## config.mk

```make
export PLATFORM = sky130hd
export DESIGN_NAME = i2c_bd_seq
export DESIGN_NICKNAME = d
export VERILOG_FILES = /design/src/rtl/i2c_bd_seq.sv
export SDC_FILE = /design/constraint.sdc
export NUM_CORES = 2
export LEC_CHECK = 0
export CAP_MARGIN = 10
export CORE_ASPECT_RATIO = 0.7
export CORE_UTILIZATION = 29
export CTS_CLUSTER_DIAMETER = 120
export DETAILED_ROUTE_END_ITERATION = 6
export SKIP_LAST_GASP = 1
export SLEW_MARGIN = 20
export SYNTH_ARGS = -nofsm -noshare
export SYNTH_HDL_FRONTEND = slang
export SYNTH_SLANG_ARGS = --single-unit
```

## constraint.sdc

```tcl
create_clock -name clk -period 5.2 [get_ports clk]
set_input_delay 1.3 -clock clk [delete_from_list [all_inputs] [get_ports clk]]
set_output_delay 1.3 -clock clk [all_outputs]
set_load 0.05 [all_outputs]
```

## src/rtl/i2c_bd_seq.sv

```systemverilog
`timescale 1ns/1ps
module i2c_bd_seq #(
  parameter int NBD   = 4,
  parameter int BUFB  = 8,
  parameter int MAXRD = 513,
  localparam int IW = $clog2(NBD),
  localparam int FW = $clog2(BUFB + 2),
  localparam int BW = $clog2(BUFB)
) (
  input  logic          clk,
  input  logic          rst_n,
  input  logic          go,
  input  logic          h_we,
  input  logic          h_rx,
  input  logic [IW-1:0] h_idx,
  input  logic [FW-1:0] h_fld,
  input  logic [15:0]   h_wdata,
  output logic [15:0]   h_rdata,
  output logic          cmd_valid,
  output logic [1:0]    cmd_op,
  output logic [7:0]    cmd_data,
  output logic          cmd_ack,
  input  logic          rsp_valid,
  input  logic [7:0]    rsp_data,
  input  logic          rsp_nak,
  input  logic          rsp_lost,
  output logic          busy,
  output logic          ev_txb,
  output logic          ev_rxb,
  output logic          ev_err
);
  localparam int RDY = 15, WRP = 13, LST = 11, STA = 10, NAK = 2, UND = 1, CLO = 0;

  typedef enum logic [2:0] {S_IDLE, S_FETCH, S_START, S_ADDR, S_DATA, S_STOP} st_t;
  st_t state;

  logic [15:0] tx_sc [NBD];
  logic [15:0] tx_len[NBD];
  logic [15:0] rx_sc [NBD];
  logic [15:0] rx_len[NBD];
  logic [7:0]  tx_buf[NBD][BUFB];
  logic [7:0]  rx_buf[NBD][BUFB];
  logic [IW-1:0] tp, rp;
  logic [15:0] idx, n, cnt;
  logic rd, open;

  logic [15:0] cur_sc, cur_len;
  logic [BW-1:0] bsel;
  logic fld_buf, rd_cur, wr_short, resp, err_lost, err_nak, err_un, err_big, abort, step, fin;
  logic [IW-1:0] tp_nx, rp_nx;

  assign cur_sc  = tx_sc[tp];
  assign cur_len = tx_len[tp];
  assign rd_cur  = tx_buf[tp][0][0];
  assign bsel    = BW'(h_fld - FW'(2));
  assign fld_buf = h_fld >= FW'(2) && h_fld < FW'(BUFB + 2);

  always_comb begin
    h_rdata = 16'h0;
    if (h_fld == FW'(0))      h_rdata = h_rx ? rx_sc[h_idx]  : tx_sc[h_idx];
    else if (h_fld == FW'(1)) h_rdata = h_rx ? rx_len[h_idx] : tx_len[h_idx];
    else if (fld_buf)         h_rdata = {8'h00, h_rx ? rx_buf[h_idx][bsel] : tx_buf[h_idx][bsel]};
  end

  assign wr_short  = state == S_DATA && !rd && idx >= 16'(BUFB);
  assign cmd_valid = state == S_START || state == S_ADDR || state == S_STOP ||
                     (state == S_DATA && !wr_short);
  always_comb begin
    case (state)
      S_START: cmd_op = 2'd0;
      S_DATA:  cmd_op = rd ? 2'd2 : 2'd1;
      S_STOP:  cmd_op = 2'd3;
      default: cmd_op = 2'd1;
    endcase
  end
  assign cmd_data = state == S_ADDR ? tx_buf[tp][0] :
                    (state == S_DATA && !rd && !wr_short) ? tx_buf[tp][idx[BW-1:0]] : 8'h00;
  assign cmd_ack  = state == S_DATA && rd && idx != n;

  assign resp     = cmd_valid && rsp_valid;
  assign err_lost = resp && rsp_lost && state != S_STOP;
  assign err_nak  = resp && !rsp_lost && rsp_nak && (state == S_ADDR || (state == S_DATA && !rd));
  assign err_un   = wr_short || (state == S_FETCH && cur_sc[RDY] && cur_len == 16'd0);
  assign err_big  = state == S_FETCH && cur_sc[RDY] && cur_len != 16'd0 && rd_cur &&
                    (cur_len - 16'd1) >= 16'(MAXRD);
  assign abort    = err_lost || err_nak || err_un || err_big;
  assign step     = resp && !err_lost && !err_nak && (state == S_ADDR || state == S_DATA);
  assign fin      = step && (state == S_ADDR ? n == 16'd0 : idx == n);
  assign tp_nx    = (cur_sc[WRP] || tp == IW'(NBD - 1)) ? '0 : tp + IW'(1);
  assign rp_nx    = (rx_sc[rp][WRP] || rp == IW'(NBD - 1)) ? '0 : rp + IW'(1);

  always_ff @(posedge clk or negedge rst_n) begin
    if (!rst_n) begin
      state <= S_IDLE; tp <= '0; rp <= '0; idx <= '0; n <= '0; cnt <= '0;
      rd <= 1'b0; open <= 1'b0; busy <= 1'b0;
      ev_txb <= 1'b0; ev_rxb <= 1'b0; ev_err <= 1'b0;
      for (int i = 0; i < NBD; i++) begin
        tx_sc[i] <= '0; tx_len[i] <= '0; rx_sc[i] <= '0; rx_len[i] <= '0;
        for (int j = 0; j < BUFB; j++) begin
          tx_buf[i][j] <= '0; rx_buf[i][j] <= '0;
        end
      end
    end else begin
      ev_txb <= 1'b0; ev_rxb <= 1'b0; ev_err <= 1'b0;
      if (h_we && !busy) begin
        if (h_fld == FW'(0)) begin
          if (h_rx) rx_sc[h_idx] <= h_wdata; else tx_sc[h_idx] <= h_wdata;
        end else if (h_fld == FW'(1)) begin
          if (h_rx) rx_len[h_idx] <= h_wdata; else tx_len[h_idx] <= h_wdata;
        end else if (fld_buf) begin
          if (h_rx) rx_buf[h_idx][bsel] <= h_wdata[7:0]; else tx_buf[h_idx][bsel] <= h_wdata[7:0];
        end
      end
      case (state)
        S_IDLE: if (go) begin
          tp <= '0; rp <= '0; busy <= 1'b1; state <= S_FETCH;
        end
        S_FETCH:
          if (!cur_sc[RDY]) begin
            state <= open ? S_STOP : S_IDLE;
            if (!open) busy <= 1'b0;
          end else if (!err_un && !err_big) begin
            rd <= rd_cur; n <= cur_len - 16'd1; idx <= 16'd1; cnt <= '0;
            state <= cur_sc[STA] ? S_START : S_ADDR;
          end
        S_START: if (resp) begin
          open <= 1'b1;
          if (!rsp_lost) state <= S_ADDR;
        end
        S_STOP: if (resp) begin
          open <= 1'b0; busy <= 1'b0; state <= S_IDLE;
        end
        default: ;
      endcase
      if (step && state == S_DATA && rd) begin
        if (cnt < 16'(BUFB)) rx_buf[rp][cnt[BW-1:0]] <= rsp_data;
        else rx_sc[rp][CLO] <= 1'b1;
        cnt <= cnt + 16'd1;
      end
      if (step && !fin) begin
        if (state == S_ADDR) state <= S_DATA;
        else idx <= idx + 16'd1;
      end
      if (fin) begin
        tx_sc[tp][RDY] <= 1'b0; ev_txb <= 1'b1; tp <= tp_nx;
        if (rd) begin
          rx_sc[rp][RDY] <= 1'b0; ev_rxb <= 1'b1; rp <= rp_nx;
          rx_len[rp] <= state == S_DATA ? cnt + 16'd1 : cnt;
        end
        state <= cur_sc[LST] ? S_STOP : S_FETCH;
      end
      if (abort) begin
        tx_sc[tp][RDY] <= 1'b0; ev_err <= 1'b1;
        if (err_lost) tx_sc[tp][CLO] <= 1'b1;
        if (err_nak)  tx_sc[tp][NAK] <= 1'b1;
        if (err_un)   tx_sc[tp][UND] <= 1'b1;
        if (err_big)  rx_sc[rp][CLO] <= 1'b1;
        if (open || state == S_START) state <= S_STOP;
        else begin state <= S_IDLE; busy <= 1'b0; end
      end
    end
  end
endmodule

```

---- Word-level counts from Yosys, hierarchy flattened ----
Cells that the tools add are included.
operators by class
  multiply operators ...................... 0
  $add $sub $neg .......................... 6
  equal/unequal tests ..................... 13
  div/mod/pow operators ................... 0
  multiplexer cells ....................... 162
  bitwise operators ....................... 19
  shifts and indexed selects .............. 0
  order comparisons ....................... 16
  reduce and logical (&&, ||, !) cells .... 70
operators with widths
  operator               count
  $mux 64                33
  $mux 256               7
  $bwmux 256             3
  $mux 16                30
  $bmux 64 s2            3
  $bwmux 64              5
  $or 64x64->64          5
  $demux 16 s2           8
  $demux 64 s2           2
  $bmux 16 s2            7
  $and 64x64->64         3
  $not 64->64            2
  $mux 8                 12
  $bmux 8 s3             3
  $demux 8 s3            2
  $mux 3                 14
  $add 16x1->16 const B  2
  $logic_and 1x1->1      32
  $logic_not 16->1       2
  $mux 14                2
  $mux 2                 11
  $eq 16x16->1           1
  $ge 16x10->1 const B   1
  $ge 16x4->1 const B    1
  other kinds (36)       95
word-level totals
  output and inout bits ................... 32
  word-level logic and storage cells ...... 378
  memory bits (writable) .................. 0
  memories ................................ 0
  bits in latches ......................... 0
  bits of input ports ..................... 38
  register bits ........................... 829
  memory bits (read-only) ................. 0

---- Depth between registers and ports, before layout ----
  word-level depth ........................ 25
  mapped depth ............................ 13
  gate-level depth less buffers ........... 11

---- Worst setup path after synthesis ----
No wires, ideal clock.
  kind .................................... input -> output
  from .................................... input h_idx[0]
  to ...................................... output h_rdata[4]
  cell stages on the path ................. 8
  path buffers ............................ 3
  path slack .............................. -0.439 ns
  arrival ................................. 4.339 ns
  required time ........................... 3.900 ns
  cell sequence ........................... clkbuf_1 > buf_1 > buf_1 > mux4_2 > mux4_2 > mux4_2 > nand2_1 > o221ai_1
between the ends
  cells in the longest elaborated chain, start to end .. 11
  elaborated cells between the ends (all ways) .. 31
  classes of those cells .................. mux: 30; bitwise: 1
ends and longest elaborated chain
  item                                        RTL line    RTL
  start: declaration                          15          input logic [IW-1:0] h_idx,
  $not 2->3 (implied by the code) (*)         60, 61, 62
  $bmux 64 s2                                 62          else if (fld_buf) h_rdata = {8'h00, h_rx ? rx_buf[h_idx][bsel] : tx_buf[h_idx][bsel]};
  $mux 64 (implied by the code) (2 in a row)  62
  $bmux 8 s3                                  62
  $mux 8 (implied by the code) (2 in a row)   62
  $mux 8 (2 in a row)                         62
  $mux 16                                     61          else if (h_fld == FW'(1)) h_rdata = h_rx ? rx_len[h_idx] : tx_len[h_idx];
  $mux 16 (*)                                 60          if (h_fld == FW'(0)) h_rdata = h_rx ? rx_sc[h_idx] : tx_sc[h_idx];
  end: declaration                            18          output logic [15:0] h_rdata,
Mark *: on every way between the ends. The rest lies on a longest branch, timed or not. The select of a mux whose other input is x is not followed.

---- Worst setup path in the final report ----
  from .................................... input h_idx[0]
  to ...................................... output h_rdata[1]
The elaborated chain is that of the path after synthesis.

==> flow_metrics.env <==
export IMPL_period_needed_ns=5.26
export IMPL_regArea_mm2=0.0208
export IMPL_period_share_pct=101
export IMPL_cap_violations=0
export IMPL_synth_avg_cell_area_um2=12.7
export IMPL_violations="negative setup slack"
export IMPL_synthToLayoutAreaGrowth_pct=16.7
export IMPL_fill_cells=14900
export IMPL_postCtsHoldBufs=0
export IMPL_worst_path_max_fanout=15
export IMPL_power_density_mw_per_mm2=330
export IMPL_drt_first_pass_iters=5
export IMPL_setup_slack_ns=-0.0597
export IMPL_placed_area_mm2=0.0489
export IMPL_dp_cells=5585
export IMPL_start_util_pct=29.3
export IMPL_hp_class="flip-flop to flip-flop"
export IMPL_async_flop_share_pct=100
export IMPL_layout_commonest_cell="dfrtp_1"
export IMPL_cts_sink_count=829
export IMPL_clk_root_buffer_cell="clkbuf_16"
export IMPL_hold_viol=0
export IMPL_grt_max_degree=130
export IMPL_final_area_mm2=0.0523
export IMPL_power_total_mw=17.3
export IMPL_stdcell_count=5754
export IMPL_dr_first_iter_drc_count=3234
export IMPL_rsz0062_at_grt="true"
export IMPL_core_mm2=0.153
export IMPL_cp_data_required_time_ns=3.90
export IMPL_ioPinCount=70
export IMPL_outcome="complete, but fails checks"
export IMPL_num_vias=31500
export IMPL_startpoint_type="primary input"
export IMPL_relSlewSlack_pct=23.1
export IMPL_detail_route_wl_per_cell_um=25.2
export IMPL_htreeDepth=3
export IMPL_min_from="rx_sc[21]"
export IMPL_tightest_slew_ns=1.15
export IMPL_crit_start="h_idx[0]"
export IMPL_clock_latency_ns=0.70
export IMPL_cp_end_kind="output pin"
export IMPL_seq_area_frac_synth_pct=46.2
export IMPL_final_setup_tns_ns=-0.157
export IMPL_crit_arrival_ns=3.96
export IMPL_max_clock_freq_ghz=0.190
export IMPL_gp_congestion=0.888
export IMPL_slew_viol_final=0
export IMPL_leakagePower_nw=23.0
export IMPL_synth_area_mm2=0.0449
export IMPL_cts_tree="yes"
export IMPL_antenna_found_initial=5
export IMPL_drive_gt1_share_pct=33.4
export IMPL_pre_cts_slack_ns=-0.424
export IMPL_syn_inst=3538
export IMPL_dieWidth_um=472
export IMPL_grtUsageTotal_pct=18.5
export IMPL_viasPerCell=5.47
export IMPL_ys_flop_type="dfrtp_1"
export IMPL_synth_nets=3594
export IMPL_drc=0
export IMPL_die_h_um=331
export IMPL_cts_made_buffers=83
export IMPL_finalClockSkew_ns=0.0392
export IMPL_multi_input_area_mm2=0.0230
export IMPL_layout_common_cells="dfrtp_1 (827), mux2i_1 (442), mux2_2 (436)"
export IMPL_post_route_util_pct=34.1
export IMPL_clk_path_buf_depth=3
export IMPL_ys_seq_elements=829
export IMPL_grt_overflow=0
export IMPL_hold_ws_ns=0.502
export IMPL_synth_warnings=0
export IMPL_grt_pass1_wl_mm=216
export IMPL_nets=3662
export IMPL_clkTransAtPathRegs_ns=0.06
export IMPL_setup_viol_count_final=5
export IMPL_synth_distinct_cells=59
export IMPL_vdd_ir_drop_max_mv=0.260
export IMPL_io_buffers=69
export IMPL_worstSetupPathType="primary input to output pin"
export IMPL_worstReg2RegStart="tp[0]"
export IMPL_synth_edf_count=0
export IMPL_rows=120
export IMPL_totalWireLength_mm=145
export IMPL_ant_nets=0
export IMPL_dp_hpwl_mm=97.4
export IMPL_fp_dieArea_mm2=0.156
export IMPL_grt_pass1_vias=30700
## state kept, by name, summed over array words and instances (netlist names), 2 cells and up
signal  flops
rx_buf    256
tx_buf    256
rx_len     64
rx_sc      64
tx_len     64
tx_sc      64
cnt        16
idx        16
n          16
state       3
rp          2
tp          2
## final timing paths
kind                              end  slack [ns]  cells past startpoint
max in group asynchronous      ev_rxb        3.40                      2
hold reg to reg             rx_sc[21]        0.50                      1
hold / removal              rx_sc[21]        0.50                      1
min in group asynchronous  rx_buf[47]        0.56                      1
setup reg to reg              idx[11]        0.68                      9
setup / recovery           h_rdata[1]       -0.06                      9
## layer usage
layer	global-route usage (%)	up-vias	share of wire, %
met1	27.9	16600	47
met2	25.8	1374	41
met3	5.41	203	9.8
met4	4.20	4	2.1
met5	0	-	0.015
li1	-	13300	-
## kinds of logic (layout without fill, tap and decap cells)
kind of cell	after synthesis	in the layout	share of synthesized area, %
xor gates and xnor gates	45	45	0.879
AOI/OAI and AO/OA	428	428	5.38
other	0	3	0
and+or+nand+nor	679	679	6.63
adders and majority gates	18	18	0.502
muxes	1211	1211	37.5
DFF	829	829	46.2
buffers and inverters	328	467	2.86
## synthesized netlist by cell type (9+ instances only)
cell type    n  area, um^2
dfrtp_1    829       20700
mux2i_1    442        4420
mux2_2     436        4910
mux4_2     332        7480
nand2_1    272        1020
clkbuf_1   221         830
nor2_1     221         830
o21ai_0    215        1080
a21oi_1    118         591
buf_1       56         210
nand3_1     44         220
nor3_1      31         155
inv_1       25        93.8
xor2_1      23         201
xnor2_1     22         193
buf_2       19        95.1
ha_1        18         225
nor4_1      18         113
or2_2       15        93.8
and3_1      13        81.3
a311o_1     11         110
or3_1       11        68.8
nor2b_1     10        62.6
o21ai_1     10        50.1
o31ai_1     10        75.1
a31o_2       9        78.8
nand4_1      9        56.3
## cell type report
class                      instances  share of cell area [%]
antenna                            3                  0.0143
tap                             2074                    4.96
clock buffer                     114                    4.62
timing repair buffer             283                    5.43
sequential                       829                    39.6
inverter                          28                   0.201
multi-input combinational       2381                    43.9
clock inverter                    42                    1.21
## critical path, stage by stage
cell	delay, ns
buf_16	0.14
buf_8	0.13
buf_12	0.17
mux4_2	0.60
mux4_2	0.57
mux4_2	0.57
nand2_2	0.12
o221ai_2	0.14
buf_6	0.21
## where the power goes
part	internal [mW]	switching, mW	leakage (nW)
clock network	3.90	2.85	1.47
registers	7.08	0.534	11.4
logic	1.32	1.57	10.2
## what timing repair did
item	4_1_cts	5_1_grt
resized for setup	37	4
endpoints found under the setup margin	9	10
cloned	4	1
pin swaps	5	1
setup buffers	5	0
No activity file was read; power rests on OpenSTA's default activity.
